**src/rtl/ckm_pkg.sv**
```systemverilog
package ckm_pkg;

    typedef enum logic [2:0] {
        M_MED   = 3'd0,
        M_HIGH  = 3'd1,
        M_PLL   = 3'd2,
        M_LOW   = 3'd3,
        M_LPD   = 3'd4,
        M_OCO   = 3'd5,
        M_OCOLP = 3'd6
    } mode_e;

    typedef enum logic [1:0] {
        S_MAIN = 2'd0,
        S_SUB  = 2'd1,
        S_PLL  = 2'd2,
        S_OCO  = 2'd3
    } src_e;

    localparam logic [2:0] LAST_MODE_CODE = 3'd6;

    function automatic logic in_sub_group(mode_e m);
        return (m == M_LOW) || (m == M_LPD);
    endfunction

    function automatic logic in_oco_group(mode_e m);
        return (m == M_OCO) || (m == M_OCOLP);
    endfunction

    function automatic logic uses_divider(mode_e m);
        return (m == M_MED) || in_oco_group(m);
    endfunction

endpackage

```
**src/rtl/ckm_route_check.sv**
```systemverilog
module ckm_route_check
    import ckm_pkg::*;
#(
    parameter int DIV_W     = 3,
    parameter int DIV_MAX   = 4,
    parameter int DIV8_CODE = 3
) (
    input  mode_e              cur_mode,
    input  logic               req_valid,
    input  logic [2:0]         req_mode,
    input  logic [DIV_W-1:0]   req_div,
    input  logic               flag,
    input  logic               main_rdy,
    input  logic               sub_rdy,
    input  logic               pll_rdy,
    input  logic               oco_rdy,
    output logic               accept
);

    localparam logic [DIV_W-1:0] DIV_TOP = DIV_W'(DIV_MAX);
    localparam logic [DIV_W-1:0] DIV_BY8 = DIV_W'(DIV8_CODE);

    mode_e tgt;
    logic  code_ok;
    logic  route_ok;
    logic  rdy_ok;
    logic  div_ok;

    // route table: which targets each state may request
    always_comb begin
        code_ok  = (req_mode <= LAST_MODE_CODE);
        tgt      = mode_e'(req_mode);
        route_ok = 1'b0;
        unique case (cur_mode)
            M_MED:   route_ok = (tgt == M_MED) || (tgt == M_HIGH) ||
                                (tgt == M_LOW) || (tgt == M_OCO);
            M_HIGH:  route_ok = (tgt == M_MED) || (tgt == M_HIGH) ||
                                (tgt == M_PLL) || (tgt == M_LOW)  ||
                                (tgt == M_OCO);
            M_PLL:   route_ok = (tgt == M_HIGH);
            M_LOW:   route_ok = (tgt == M_MED) || (tgt == M_HIGH) ||
                                (tgt == M_LOW) || (tgt == M_LPD);
            M_LPD:   route_ok = (tgt == M_MED) || (tgt == M_LOW) ||
                                (tgt == M_LPD);
            M_OCO:   route_ok = (tgt == M_OCO) || (tgt == M_OCOLP) ||
                                ((tgt == M_MED) && flag);
            M_OCOLP: route_ok = (tgt == M_OCO) || (tgt == M_OCOLP);
            default: route_ok = 1'b0;
        endcase
    end

    // source readiness of the destination
    always_comb begin
        rdy_ok = 1'b0;
        case (tgt)
            M_MED, M_HIGH:  rdy_ok = main_rdy;
            M_PLL:          rdy_ok = pll_rdy;
            M_LOW:          rdy_ok = sub_rdy && ((cur_mode != M_LPD) || main_rdy);
            M_LPD:          rdy_ok = sub_rdy;
            M_OCO, M_OCOLP: rdy_ok = oco_rdy;
            default:        rdy_ok = 1'b0;
        endcase
    end

    // divider code checks; leaving LPD or OCO for MED forces divide-by-8
    always_comb begin
        div_ok = 1'b1;
        case (tgt)
            M_MED: begin
                div_ok = (req_div != '0) && (req_div <= DIV_TOP);
                if ((cur_mode == M_LPD) || (cur_mode == M_OCO)) begin
                    div_ok = (req_div == DIV_BY8);
                end
            end
            M_OCO:   div_ok = (req_div <= DIV_TOP);
            default: div_ok = 1'b1;
        endcase
    end

    assign accept = req_valid && code_ok && route_ok && rdy_ok && div_ok;

endmodule

```
**src/rtl/ckm_mode_fsm.sv**
```systemverilog
module ckm_mode_fsm
    import ckm_pkg::*;
#(
    parameter int DIV_W     = 3,
    parameter int MUL_W     = 2,
    parameter int DIV8_CODE = 3
) (
    input  logic               clk,
    input  logic               rst_n,
    input  logic               req_valid,
    input  logic [2:0]         req_mode,
    input  logic [DIV_W-1:0]   req_div,
    input  logic [MUL_W-1:0]   req_mul,
    input  logic               accept,
    input  logic               div8_wr,
    input  logic               div8_wdata,
    input  logic               err_clr,
    output mode_e              mode_q,
    output logic               flag_q,
    output logic [DIV_W-1:0]   div_q,
    output logic [MUL_W-1:0]   mul_q,
    output logic               err_q
);

    localparam logic [DIV_W-1:0] DIV_BY8 = DIV_W'(DIV8_CODE);

    mode_e            mode_d;
    mode_e            tgt;
    logic             flag_d;
    logic [DIV_W-1:0] div_d;
    logic [MUL_W-1:0] mul_d;
    logic             err_d;
    logic             reject;
    logic             flag_writable;

    assign reject        = req_valid && !accept;
    assign flag_writable = (mode_q == M_MED) || (mode_q == M_LOW) || in_oco_group(mode_q);
    assign tgt           = mode_e'(req_mode);

    // next-state process
    always_comb begin
        mode_d = mode_q;
        flag_d = flag_q;
        div_d  = div_q;
        mul_d  = mul_q;
        if (req_valid) begin
            if (accept) begin
                mode_d = tgt;
                unique case (tgt)
                    M_MED: begin
                        div_d  = req_div;
                        flag_d = (req_div == DIV_BY8);
                    end
                    M_HIGH:  flag_d = 1'b0;
                    M_PLL:   mul_d  = req_mul;
                    M_LPD:   flag_d = 1'b1;
                    M_OCO: begin
                        if (mode_q != M_OCOLP) begin
                            div_d  = req_div;
                            flag_d = 1'b0;
                        end
                    end
                    M_LOW, M_OCOLP: begin
                    end
                    default: begin
                    end
                endcase
            end
        end else if (div8_wr && flag_writable) begin
            flag_d = div8_wdata;
        end
        err_d = reject ? 1'b1 : (err_clr ? 1'b0 : err_q);
    end

    // state register
    always_ff @(posedge clk or negedge rst_n) begin
        if (!rst_n) begin
            mode_q <= M_MED;
            flag_q <= 1'b1;
            div_q  <= DIV_BY8;
            mul_q  <= '0;
            err_q  <= 1'b0;
        end else begin
            mode_q <= mode_d;
            flag_q <= flag_d;
            div_q  <= div_d;
            mul_q  <= mul_d;
            err_q  <= err_d;
        end
    end

    AST_REJECT_HOLD: assert property (@(posedge clk) disable iff (!rst_n)
        (req_valid && !accept) |=> ($stable(mode_q) && $stable(div_q) && err_q));
    AST_PLL_ONLY_FROM_HIGH: assert property (@(posedge clk) disable iff (!rst_n)
        ((mode_q != M_PLL) && (mode_q != M_HIGH)) |=> (mode_q != M_PLL));
    AST_PLL_EXIT_HIGH: assert property (@(posedge clk) disable iff (!rst_n)
        (mode_q == M_PLL) |=> ((mode_q == M_PLL) || (mode_q == M_HIGH)));
    AST_LPD_FROM_LOW: assert property (@(posedge clk) disable iff (!rst_n)
        !in_sub_group(mode_q) |=> (mode_q != M_LPD));
    AST_LPD_FLAG_LOCK: assert property (@(posedge clk) disable iff (!rst_n)
        (mode_q == M_LPD) |-> flag_q);
    AST_SUB_TO_OCO_BLOCK: assert property (@(posedge clk) disable iff (!rst_n)
        in_sub_group(mode_q) |=> !in_oco_group(mode_q));
    AST_OCO_TO_SUB_BLOCK: assert property (@(posedge clk) disable iff (!rst_n)
        in_oco_group(mode_q) |=> !in_sub_group(mode_q));
    AST_OCO_EXIT_FLAG: assert property (@(posedge clk) disable iff (!rst_n)
        ((mode_q == M_OCO) && !flag_q) |=> (mode_q != M_MED));

endmodule

```
**src/rtl/ckm_clk_decode.sv**
```systemverilog
module ckm_clk_decode
    import ckm_pkg::*;
#(
    parameter int DIV_W     = 3,
    parameter int DIV8_CODE = 3
) (
    input  mode_e              mode_q,
    input  logic               flag_q,
    input  logic [DIV_W-1:0]   div_q,
    output logic [1:0]         cpu_src,
    output logic [DIV_W-1:0]   cpu_div
);

    localparam logic [DIV_W-1:0] DIV_BY8 = DIV_W'(DIV8_CODE);

    src_e src;

    // output process: source and effective divider per state
    always_comb begin
        src     = S_MAIN;
        cpu_div = '0;
        unique case (mode_q)
            M_MED:          src = S_MAIN;
            M_HIGH:         src = S_MAIN;
            M_PLL:          src = S_PLL;
            M_LOW, M_LPD:   src = S_SUB;
            M_OCO, M_OCOLP: src = S_OCO;
            default:        src = S_MAIN;
        endcase
        if (uses_divider(mode_q)) begin
            cpu_div = flag_q ? DIV_BY8 : div_q;
        end
    end

    assign cpu_src = src;

endmodule

```
**src/rtl/ckm_osc_ctl.sv**
```systemverilog
module ckm_osc_ctl
    import ckm_pkg::*;
#(
    parameter int OSC_W = 3
) (
    input  logic               clk,
    input  logic               rst_n,
    input  mode_e              mode_q,
    input  logic               osc_wr,
    input  logic [OSC_W-1:0]   osc_wdata,
    output logic               main_en,
    output logic               sub_en,
    output logic               pll_en,
    output logic               oco_en,
    output logic               per_oco
);

    localparam int B_SUB = 0;
    localparam int B_PLL = 1;
    localparam int B_OCO = 2;

    logic [OSC_W-1:0] en_q;

    always_ff @(posedge clk or negedge rst_n) begin
        if (!rst_n) begin
            en_q <= '0;
        end else if (osc_wr) begin
            en_q <= osc_wdata;
        end
    end

    // enable = software bit OR need of current state
    always_comb begin
        main_en = !((mode_q == M_LPD) || (mode_q == M_OCOLP));
        sub_en  = en_q[B_SUB] || in_sub_group(mode_q);
        pll_en  = en_q[B_PLL] || (mode_q == M_PLL);
        oco_en  = en_q[B_OCO] || in_oco_group(mode_q);
        per_oco = in_oco_group(mode_q) || (in_sub_group(mode_q) && en_q[B_OCO]);
    end

    AST_OSC_WRITE: assert property (@(posedge clk) disable iff (!rst_n)
        (osc_wr && osc_wdata[B_SUB]) |=> sub_en);
    AST_PER_FOLLOWS_EN: assert property (@(posedge clk) disable iff (!rst_n)
        (in_sub_group(mode_q) && per_oco) |-> oco_en);

endmodule

```
**src/rtl/clk_mode_ctrl.sv**
```systemverilog
module clk_mode_ctrl
    import ckm_pkg::*;
#(
    parameter int DIV_W      = 3,
    parameter int MUL_W      = 2,
    parameter int DIV_LEVELS = 5,
    parameter int DIV8_CODE  = 3
) (
    input  logic               clk,
    input  logic               rst_n,
    input  logic               req_valid,
    input  logic [2:0]         req_mode,
    input  logic [DIV_W-1:0]   req_div,
    input  logic [MUL_W-1:0]   req_mul,
    input  logic               div8_wr,
    input  logic               div8_wdata,
    input  logic               osc_wr,
    input  logic [2:0]         osc_wdata,
    input  logic               err_clr,
    input  logic               main_rdy,
    input  logic               sub_rdy,
    input  logic               pll_rdy,
    input  logic               oco_rdy,
    output logic [2:0]         mode,
    output logic [1:0]         cpu_src,
    output logic [DIV_W-1:0]   cpu_div,
    output logic [MUL_W-1:0]   pll_mul,
    output logic               div8_flag,
    output logic               main_en,
    output logic               sub_en,
    output logic               pll_en,
    output logic               oco_en,
    output logic               per_oco,
    output logic               req_err
);

    localparam int DIV_MAX = DIV_LEVELS - 1;

    mode_e            mode_q;
    logic             flag_q;
    logic [DIV_W-1:0] div_q;
    logic             accept;

    ckm_route_check #(
        .DIV_W     (DIV_W),
        .DIV_MAX   (DIV_MAX),
        .DIV8_CODE (DIV8_CODE)
    ) u_route (
        .cur_mode  (mode_q),
        .req_valid (req_valid),
        .req_mode  (req_mode),
        .req_div   (req_div),
        .flag      (flag_q),
        .main_rdy  (main_rdy),
        .sub_rdy   (sub_rdy),
        .pll_rdy   (pll_rdy),
        .oco_rdy   (oco_rdy),
        .accept    (accept)
    );

    ckm_mode_fsm #(
        .DIV_W     (DIV_W),
        .MUL_W     (MUL_W),
        .DIV8_CODE (DIV8_CODE)
    ) u_fsm (
        .clk        (clk),
        .rst_n      (rst_n),
        .req_valid  (req_valid),
        .req_mode   (req_mode),
        .req_div    (req_div),
        .req_mul    (req_mul),
        .accept     (accept),
        .div8_wr    (div8_wr),
        .div8_wdata (div8_wdata),
        .err_clr    (err_clr),
        .mode_q     (mode_q),
        .flag_q     (flag_q),
        .div_q      (div_q),
        .mul_q      (pll_mul),
        .err_q      (req_err)
    );

    ckm_clk_decode #(
        .DIV_W     (DIV_W),
        .DIV8_CODE (DIV8_CODE)
    ) u_decode (
        .mode_q  (mode_q),
        .flag_q  (flag_q),
        .div_q   (div_q),
        .cpu_src (cpu_src),
        .cpu_div (cpu_div)
    );

    ckm_osc_ctl #(
        .OSC_W (3)
    ) u_osc (
        .clk       (clk),
        .rst_n     (rst_n),
        .mode_q    (mode_q),
        .osc_wr    (osc_wr),
        .osc_wdata (osc_wdata),
        .main_en   (main_en),
        .sub_en    (sub_en),
        .pll_en    (pll_en),
        .oco_en    (oco_en),
        .per_oco   (per_oco)
    );

    assign mode      = mode_q;
    assign div8_flag = flag_q;

    AST_DIV_IN_RANGE: assert property (@(posedge clk) disable iff (!rst_n)
        (cpu_div <= DIV_W'(DIV_MAX)));
    AST_PLL_SRC_ENABLED: assert property (@(posedge clk) disable iff (!rst_n)
        (cpu_src == 2'd2) |-> (pll_en && main_en));
    AST_LPD_MAIN_OFF: assert property (@(posedge clk) disable iff (!rst_n)
        (cpu_src == 2'd1 && !main_en) |-> div8_flag);

endmodule

```
**config.mk**
```make
export PLATFORM = sky130hd
export DESIGN_NAME = clk_mode_ctrl
export DESIGN_NICKNAME = d
export VERILOG_FILES = /design/src/rtl/ckm_pkg.sv /design/src/rtl/ckm_route_check.sv /design/src/rtl/ckm_mode_fsm.sv /design/src/rtl/ckm_clk_decode.sv /design/src/rtl/ckm_osc_ctl.sv /design/src/rtl/clk_mode_ctrl.sv
export SDC_FILE = /design/constraint.sdc
export NUM_CORES = 1
export LEC_CHECK = 0
export ABC_CLOCK_PERIOD_IN_PS = 5200
export BUFFER_PORTS_ARGS = -buffer_cell sky130_fd_sc_hd__clkbuf_2
export CAP_MARGIN = 20
export CORE_MARGIN = 3
export CORE_UTILIZATION = 50
export DETAILED_ROUTE_END_ITERATION = 6
export HOLD_SLACK_MARGIN = 0.12
export PLACE_DENSITY = 0.81
export SETUP_SLACK_MARGIN = 0.4
export SLEW_MARGIN = 25
export SYNTH_ARGS = -nofsm -noshare
export SYNTH_HDL_FRONTEND = slang
export SYNTH_SLANG_ARGS = --single-unit
export TNS_END_PERCENT = 5
```
**constraint.sdc**
```tcl
create_clock -name clk -period 5.2 [get_ports clk]
set_input_delay 0.52 -clock clk [delete_from_list [all_inputs] [get_ports clk]]
set_output_delay 0.52 -clock clk [all_outputs]
set_load 0.05 [all_outputs]
```
==> summary.txt, run 1 <==
Status: completed
Post-synth ARST share: 100.0%
Worst stage delay on the critical path: 0.63 ns
Total setup buffers inserted after CTS: 0
DR vias: 968
Worst Tran Pin Value: 0.5814 ns
Vias in the first global route: 965
CTS buffer count: 3
CP endpoint kind: register
HPWL Detailed: 1.872 mm
Initial antenna violation count: 0
Pwr/cell area: 641.0 nW/um^2
Post-Route Skew: 0.003500 ns
CTS tree: done
Initial DRT Pass Iterations: 4
Inst Count DP: 169
Non-Filler Instances: 173
Reg area: 329.1 um^2
Setup TNS Final: 0 ns
Worst Hold Class: in2async
Worst VDD drop: 0.3996 mV
Pleak: 0.0005758 uW
Place WS: 2.720 ns
Antenna cells: 0
CP max stage cell: dfrtp_1
Cell chosen for the clock root: clkbuf_4
Mapped cell area: 1016 um^2
Most common cell after layout, fill and taps aside: clkbuf_2
Area growth syn-to-layout: 20.69%
Clock slew at reported path FFs: 0.07 ns
Layout cells sized above 1: 39.19%
CP Max Fanout: 15
Worst path bufs/invs: 0
Syn_area_per_cell: 8.991 um^2
Synth top area share: 24.63%
RSZ-0062 raised after global routing: no
Largest net degree at the start of global routing: 18
# DRC: 0
Mapped Nets: 136
Tot GR Track Use: 19.98%
F_max: 0.4027 GHz
Slew Limit Fails: 0
Global-route wire length before repair: 4.133 mm
Via density: 5.595
Nets: 172
Largest area contributor in the synthesized netlist: dfrtp_1
Netlist cell types: 45
Final setup vio count: 0
Fillers: 159
Setup slack after layout: 2.717 ns
Yosys reg bits: 13
Post-synth EDFFs: 0
Max_slew headroom: 60.24%
# hold bufs at CTS: 0
Arr. time, crit path: 2.64 ns
CTS sink count: 13
Syn Inst Count: 113
Die height: 51.08 um
IO Port Bufs: 38
Die X: 51.08 um
DIE AREA: 2609 um^2
Routed Antenna Nets: 0
Row cnt: 15
Wire length per cell: 14.01 um
GR Overflow Total: 0
Commonest non-fill, non-tap cells in the layout: clkbuf_2, nand2_1, dfrtp_1
CP required: 5.35 ns
Hold Fails Final Rpt: 0
Tmin final: 2.483 ns
CP top delay family: simple AND/OR/NAND/NOR gates
Synth area leaders: dfrtp_1, dfstp_2, mux2_1
Maxcap violations: 0
Clk buf depth: 2
Core area: 1821 um^2
Final Core Density: 67.35%
Reg2Reg Depth: 5
Final wirelength: 2.424 mm
Main flop type after synthesis: dfrtp_1
Reg2reg setup slack: 2.72 ns
Final period util: 47.75%
RR Startpoint: u_fsm.mode_q[2]
Type of the worst setup path: reg2reg
Multi-input combinational cell area: 634.4 um^2
Number of synthesis warnings: 0
CP Depth: 5
Clock Latency Late Sink: 0.27 ns
Sequential share of the synthesized area: 32.39%
CP cell instances: nand2b_1 -> a2111oi_0 -> nor4_2 -> nor3_4 -> mux2_1
Startpoint types: register
Initial DRC count: 23
RR Endpoint: u_fsm.mode_q[1]
Starting Density: 55.81%
I/O pin cnt: 39
Post_cts resized: 0
GP Congestion: 0.8520
H-tree levels: 1
==> through the flow <==
| stage | total power (uW) | area [um^2] | hold slack (ns) |
|---|---|---|---|
| 2_1_floorplan | 618.1 | 1016 | 0.2244 |
| 3_3_place_gp | 715.7 | 1200 | 0.4195 |
| 3_5_place_dp | 726.3 | 1200 | 0.4265 |
| 4_1_cts | 786.7 | 1226 | 0.1398 |
| 5_1_grt | 833.1 | 1226 | 0.1392 |
| 6_report | 786.0 | 1226 | 0.1298 |
==> Yosys cell counts (2+ instances only) <==
library cell,number
nand2_1,11
dfrtp_1,10
nor2_1,8
mux2_1,7
mux2_2,6
clkbuf_1,4
nand2b_1,4
nor2b_1,4
a21oi_1,3
dfstp_2,3
inv_1,3
nand3_1,3
nand3b_1,3
o21ai_0,3
xor2_1,3
and2_1,2
nand4_1,2
nor3_1,2
nor3_2,2
nor3b_1,2
o211ai_1,2
or2_2,2
or3_1,2
==> final cells by class <==
class                           instances  share of cell area (%)
Multi-Input combinational cell         89                   51.73
Sequential cell                        13                   26.84
Timing Repair Buffer                   38                   15.51
Tap cell                               25                   2.551
Clock buffer                            4                   2.143
Inverter                                4                   1.224
==> power breakdown <==
group          switching [uW]  internal, uW
logic                     378           143
clock network            29.6          29.7
registers                63.1           143
total                     470           316
==> registers in the layout (all words and copies together), names as in the netlist <==
register and count:
u_fsm.div_q 3, u_fsm.mode_q 3, u_osc.en_q 3, u_fsm.mul_q 2
u_fsm.err_q 1, u_fsm.flag_q 1
==> layer usage <==
| layer | vias up | global-route usage, % | wire length, um |
|---|---|---|---|
| met5 | - | 0 | 0 |
| met4 | 0 | 9.865 | 44 |
| met3 | 6 | 1.458 | 146 |
| met2 | 41 | 31.33 | 1115 |
| met1 | 450 | 27.62 | 1118 |
| li1 | 471 | - | - |
==> worst register-to-register path, delay by kind of cell (launching register included) <==
family	cells	cell delay, ns
and+or+nand+nor	3	0.78
DFF	1	0.63
AOI/OAI and AO/OA	1	0.60
muxes	1	0.36
==> logic make-up after synthesis <==
family / after synthesis / synth area share (%)
AOI/OAI and AO/OA: 19 / 13.30
buffers and inverters: 11 / 5.171
DFF: 13 / 32.39
xor gates and xnor gates: 4 / 3.449
adders and majority gates: 1 / 1.231
muxes: 13 / 14.41
and+or+nand+nor: 52 / 30.05
==> worst max path at each step <==
stage                       to  slack [ns]       startpoint
2_1_floorplan       cpu_div[2]        2.11  u_fsm.mode_q[2]
3_3_place_gp   u_fsm.mode_q[2]        2.88      req_mode[2]
3_5_place_dp   u_fsm.mode_q[1]        2.72      req_mode[2]
4_1_cts                per_oco        2.75  u_fsm.mode_q[0]
5_1_grt        u_fsm.mode_q[0]        2.55  u_fsm.mode_q[2]
6_report       u_fsm.mode_q[1]        2.72  u_fsm.mode_q[2]
Power figures use the tool's default switching activity.
==> inputs of run 2 (changes only) <==
- ABC_AREA: not set -> 1
- ABC_CLOCK_PERIOD_IN_PS: 5200 -> 2600
- CORE_UTILIZATION: 50 -> 48
- PLACE_DENSITY: 0.81 -> 0.79
- clock period: 5.2 -> 2.6 ns (I/O delays scaled with it)
==> run 2 against run 1 <==
Register-to-register slack worse by 1.7 ns. Sequential cell count is the same. Via count increased by 13%. Power is 92% higher. Critical path depth is 2 higher. Final area rose by 0.71%. Sequential share of layout area shrank 0.089 points. Highest routed layer unchanged.
==> summary.txt, run 2 <==
Post-synth EDFFs: 0 (unchanged)
CTS sink count: 13 (unchanged)
Slew Limit Fails: 0 (unchanged)
Netlist cell types: 24 (-47%)
GP Congestion: 0.8673 (+1.8%)
Clock slew at reported path FFs: 0.08 ns (about the same)
Die height: 51.47 um (+0.76%)
Commonest cells post-synth: nand2_1, inv_1, nand3_1
Wire length per cell: 11.20 um (-20%)
Fillers: 171 (+7.5%)
Most common cell after layout, fill and taps aside: nand2_1
Synth top area share: 25.22% (+0.59 points)
Antenna cells: 0 (unchanged)
Setup slack after layout: 0.5984 ns (-2.119 ns)
Cell chosen for the clock root: clkbuf_4
Sequential share of the synthesized area: 33.17% (+0.78 points)
Clock Latency Late Sink: 0.27 ns (about the same)
Final setup vio count: 0 (unchanged)
Commonest non-fill, non-tap cells in the layout: nand2_1, clkbuf_2, inv_1
Final wirelength: 2.476 mm (+2.1%)
Mapped cell area: 992.2 um^2 (-2.3%)
CP endpoint kind: primary output
CTS buffer count: 3 (unchanged)
Worst Tran Pin Value: 0.4701 ns (-0.1113 ns)
Syn Inst Count: 155 (+37%)
DIE AREA: 2649 um^2 (+1.5%)
CP required: 2.34 ns (-3.01 ns)
IO Port Bufs: 38 (unchanged)
Synth area leaders: dfrtp_1, nand2_1, nand3_1
Clk buf depth: 2 (unchanged)
Vias in the first global route: 995 (+3.1%)
Arr. time, crit path: 1.74 ns (-0.90 ns)
Nets: 220 (+28%)
Row cnt: 15 (unchanged)
# DRC: 0 (unchanged)
Status: completed
Type of the worst setup path: reg2out
Global-route wire length before repair: 4.064 mm (-1.7%)
Starting Density: 53.95% (-1.9 points)
CP Max Fanout: 10 (-5)
Die X: 51.47 um (+0.76%)
Final period util: 76.98%
Number of synthesis warnings: 0 (unchanged)
HPWL Detailed: 2.041 mm (+9.0%)
Largest net degree at the start of global routing: 14 (-4)
Tot GR Track Use: 19.94% (-0.036 points)
Reg2reg setup slack: 1.01 ns (-1.71 ns)
Worst hold stages: 2
Largest area contributor in the synthesized netlist: dfrtp_1
Syn_area_per_cell: 6.401 um^2 (-29%)
Non-Filler Instances: 221 (+28%)
Main flop type after synthesis: dfrtp_1
Max_slew headroom: 68.66% (+8.4 points)
Inst Count DP: 216 (+28%)
Setup TNS Final: 0 ns (unchanged)
Pwr/cell area: 1224 nW/um^2 (+91%)
Post-Route Skew: 0.006760 ns (+0.003260 ns)
Total setup buffers inserted after CTS: 0 (unchanged)
DR vias: 1095 (+13%)
RSZ-0062 raised after global routing: no
Worst VDD drop: 1.102 mV (+180%)
Mapped Nets: 178 (+31%)
Yosys reg bits: 13 (unchanged)
Initial antenna violation count: 0 (unchanged)
Reg area: 330.3 um^2 (+0.38%)
Core area: 1839 um^2 (+1.0%)
Most frequent cell after synthesis: nand2_1
H-tree levels: 1 (unchanged)
Reg2Reg Depth: 11 (+6)
F_max: 0.4996 GHz
Initial DRC count: 40 (+74%)
Multi-input combinational cell area: 540.5 um^2 (-15%)
Post-synth ARST share: 100.0% (unchanged)
Hold Fails Final Rpt: 0 (unchanged)
Initial DRT Pass Iterations: 4 (unchanged)
CTS tree: done
Area growth syn-to-layout: 24.46%
Layout cells sized above 1: 30.10% (-9.1 points)
Place WS: 0.8513 ns (-1.869 ns)
Top flop regs: u_fsm.div_q x3, u_fsm.mode_q x3, u_osc.en_q x3
Worst Hold Class: in2reg
GR Overflow Total: 0 (unchanged)
Tmin final: 2.002 ns
Via density: 4.955 (-11%)
Routed Antenna Nets: 0 (unchanged)
I/O pin cnt: 39 (unchanged)
Maxcap violations: 0 (unchanged)
Pleak: 0.0007629 uW (+32%)
Startpoint types: register
run 2: worst max-delay path, stage by stage (launching register included):
cell and delay [ns]:
dfrtp_1 0.49, nand3_1 0.19, nand2_1 0.11, a21oi_1 0.20
inv_1 0.11, o21ai_0 0.09, inv_1 0.05, clkbuf_2 0.23
run 2: final timing paths:
check                                      from              to
worst min register to register   u_fsm.div_q[0]  u_fsm.div_q[0]
min in group asynchronous                 rst_n  u_fsm.div_q[2]
worst max-delay path            u_fsm.mode_q[2]      cpu_div[1]
worst min-delay path                    err_clr     u_fsm.err_q
max in group asynchronous                 rst_n    u_fsm.flag_q
worst max register to register  u_fsm.mode_q[2]  u_fsm.div_q[2]
run 2: final cells by class:
class | count | area share [%]
Sequential cell | 13 | 26.75
Clock buffer | 4 | 2.128
Timing Repair Buffer | 39 | 16.21
Multi-Input combinational cell | 113 | 43.77
Tap cell | 25 | 2.533
Inverter | 27 | 8.612
run 2: metal layers:
| metal | wire length, um | part of all wire (%) | GRT usage (%) | up-vias |
|---|---|---|---|---|
| li1 | - | - | - | 567 |
| met1 | 1008 | 41 | 24.37 | 483 |
| met2 | 1280 | 52 | 36.86 | 43 |
| met3 | 174 | 7.0 | 4.373 | 2 |
| met4 | 12 | 0.48 | 1.310 | 0 |
| met5 | 0 | 0 | 0 | - |
run 2: report_power, final:
part	total [uW]	switching, uW	internal (uW)
combinational	1020	799	222
clock	123	63.9	59.3
sequential	367	82.8	284
run 2: kinds of logic after synthesis:
group | after synthesis | share of synthesized area (%)
fa+ha+maj | 1 | 1.261
buf+inv | 29 | 12.36
simple gates | 95 | 43.13
flops | 13 | 33.17
compound gates | 17 | 10.09
run 2: what timing repair did:
action,4_1_cts,5_1_grt
hold buffers,1,0
hold endpoints to repair,10,0
setup endpoints to repair,0,2
resized for setup,0,1
run 2: stage by stage:
| step | instance area (um^2) | utilization (%) | hold WS (ns) | total power [uW] |
|---|---|---|---|---|
| 2_1_floorplan | 992.2 | - | -0.03559 | 1150 |
| 3_3_place_gp | 1197 | 65.10 | 0.1650 | 1370 |
| 3_5_place_dp | 1197 | 65.10 | 0.1734 | 1387 |
| 4_1_cts | 1234 | 67.07 | 0.1694 | 1515 |
| 5_1_grt | 1235 | 67.14 | 0.1878 | 1611 |
| 6_report | 1235 | 67.14 | 0.1706 | 1511 |
==> inputs of run 3 (changes only) <==
- ABC_CLOCK_PERIOD_IN_PS: 2600 -> 1620
- CORE_UTILIZATION: 48 -> 43
- PLACE_DENSITY: 0.79 -> 0.75
- clock period: 2.6 -> 1.62 ns (I/O delays scaled with it)
==> run 3 against run 2 <==
The run now ends with setup timing left. Global-route usage increased by 4.0 points. Final cell count is 8.1% higher. Worst hold slack got worse by 0.057 ns. Via count rose by 13%. Register-to-register slack lost 1.0 ns. Clock skew is 0.0022 ns lower. Critical path type unchanged. Critical endpoint is now cpu_div[2]. Highest routed layer unchanged.
==> summary.txt, run 3 (synthesis gave the netlist of run 2 again) <==
I/O pin cnt: 39 (unchanged)
Clock slew at reported path FFs: 0.08 ns (about the same)
Area growth syn-to-layout: 61.66%
CP max stage cell: dfrtp_2
Sequential share of power: 18.6% (-5.7 points)
CP required: 1.46 ns (-0.88 ns)
Die height: 54.04 um (+5.0%)
RSZ-0062 raised after global routing: yes
Row cnt: 16 (+1)
Initial DRC count: 63 (+57%)
Global-route wire length before repair: 5.050 mm (+24%)
CP Max Fanout: 6 (-4)
GP Congestion: 0.8615 (-0.67%)
Worst path bufs/invs: 4 (+1)
Status: finished, violations left
Maxcap violations: 0 (unchanged)
Final setup vio count: 10 (+10)
DR vias: 1233 (+13%)
CTS sink count: 13 (unchanged)
Startpoint types: register
Vias in the first global route: 1165 (+17%)
Worst Tran Pin Value: 0.4321 ns (-0.03792 ns)
Place WS: -0.03947 ns (-0.8908 ns)
Slew Limit Fails: 0 (unchanged)
Worst stage delay on the critical path: 0.48 ns (about the same)
Commonest non-fill, non-tap cells in the layout: nand2_1, clkbuf_2, nand3_1
Layout cells sized above 1: 42.92% (+13 points)
Antenna cells: 0 (unchanged)
Worst Hold Class: in2reg
IO Port Bufs: 38 (unchanged)
Post-Route Skew: 0.004512 ns (-0.002248 ns)
Nets: 236 (+7.3%)
Finished Cell Area: 1604 um^2 (+30%)
DIE AREA: 2920 um^2 (+10%)
Hold WS: 0.1133 ns (-0.05722 ns)
Pleak: 0.0008781 uW (+15%)
Worst VDD drop: 2.170 mV (+97%)
Cell chosen for the clock root: clkbuf_4
Comb power frac: 75.4% (+7.8 points)
Routed Antenna Nets: 0 (unchanged)
Final Total Pwr: 3383 uW (+120%)
Power Internal: 1550 uW (+170%)
Tmin final: 1.766 ns
Final period util: 109.0%
Cell area after placement: 1252 um^2 (+4.6%)
CP cell instances: inv_2 -> nand3_4 -> nand2_4 -> a21oi_4 -> inv_2 -> nand3b_1 -> clkinvlp_4 -> clkbuf_16
Initial antenna violation count: 0 (unchanged)
# DRC: 0 (unchanged)
Type of the worst setup path: reg2out
CP endpoint kind: primary output
HPWL Detailed: 2.053 mm (+0.57%)
Clock share of power: 6.0% (-2.2 points)
Tot GR Track Use: 23.89% (+4.0 points)
GR Overflow Total: 0 (unchanged)
Violated checks: setup timing
Initial DRT Pass Iterations: 4 (unchanged)
Core area: 2062 um^2 (+12%)
Max_slew headroom: 70.97% (+2.3 points)
Die X: 54.04 um (+5.0%)
CP top delay family: flip-flops
Largest net degree at the start of global routing: 14 (unchanged)
Hold Fails Final Rpt: 0 (unchanged)
Sw Ratio: 54.17% (-8.4 points)
Pwr/cell area: 2109 nW/um^2 (+72%)
CTS buffer count: 3 (unchanged)
Clk buf depth: 2 (unchanged)
Starting Density: 48.12% (-5.8 points)
CTS tree: done
Cell mode on critical path: inv_2
F_max: 0.5663 GHz
Most common cell after layout, fill and taps aside: nand2_1
Clock Latency Late Sink: 0.28 ns (about the same)
Setup slack after layout: -0.1457 ns (-0.7441 ns)
H-tree levels: 1 (unchanged)
Via density: 5.159 (+4.1%)
Arr. time, crit path: 1.60 ns (-0.14 ns)
Top flop regs: u_fsm.div_q x3, u_fsm.mode_q x3, u_osc.en_q x3
Switch Pwr: 1832 uW (+94%)
Wire length per cell: 13.51 um (+21%)
Final wirelength: 3.228 mm (+30%)
## run 3: changes by cell type in the layout (fill, tap and decap cells not counted), moves of 3 or more
| cell | previous run | this run |
|---|---|---|
| buf_4 | 0 | 12 |
| buf_8 | 0 | 3 |
| clkbuf_16 | 0 | 3 |
| clkbuf_2 | 38 | 24 |
| clkbuf_8 | 0 | 6 |
| dlygate4sd3_1 | 1 | 5 |
| inv_1 | 23 | 16 |
| inv_2 | 3 | 8 |
| nand2_1 | 54 | 50 |
| o21ai_0 | 10 | 6 |
## run 3: worst min-delay path, cell delays in order
cell and delay [ns]:
clkbuf_2 0.07, nand2_1 0.04, o21ai_0 0.07
## run 3: through the flow
| stage | util [%] | TNS [ns] | std cells |
|---|---|---|---|
| final | 77.79 | -0.5224 | 239 |
| after detailed placement | 60.74 | -0.1084 | 220 |
| after global placement | 60.74 | 0 | 220 |
| after floorplan | - | 0 | 155 |
| after global routing | 77.79 | -1.585 | 239 |
| after CTS | 76.09 | -0.1013 | 238 |
## run 3: path summary, 6_finish.rpt
kind / from / endpoint / slack (ns) / cells after the start
worst max register to register: u_fsm.mode_q[1] / u_fsm.div_q[2] / -0.02 / 13
worst min register to register: u_fsm.div_q[1] / u_fsm.div_q[1] / 0.46 / 2
min in group asynchronous: rst_n / u_osc.en_q[2] / 0.30 / 2
worst min-delay path: osc_wdata[0] / u_osc.en_q[0] / 0.11 / 3
max in group asynchronous: rst_n / u_fsm.div_q[1] / 1.02 / 2
worst max-delay path: u_fsm.mode_q[1] / cpu_div[2] / -0.15 / 8
## run 3: cell type report
type	instances	area, um^2
clock buffers	4	26.28
well taps	27	33.78
flip-flops and latches	13	332.8
repair buffers	55	481.7
fillers	139	457.9
multi-input cells	113	616.8
inverters	27	112.6
## run 3: repair_timing
item,in CTS,in global routing
setup endpoints to repair,22,24
buffers inserted,9,1
resized for setup,42,9
endpoints found under the hold margin,17,0
hold buffers,5,0
pin swaps,11,6
## run 3: power groups by stage
stage / combinational [uW] / clock (uW) / sequential, uW
6_report: 2550 / 203 / 630
2_1_floorplan: 1180 / 0 / 784
3_5_place_dp: 1710 / 0 / 621
5_1_grt: 2680 / 222 / 652
3_3_place_gp: 1700 / 0 / 610
4_1_cts: 2370 / 205 / 596
## run 3: layer usage
metal  vias up  GRT usage, %  wire (um)
met2        59         40.93       1672
met4         0         7.054         61
met5         -             0          0
li1        600             -          -
met1       562         29.27       1263
met3        12         6.094        231
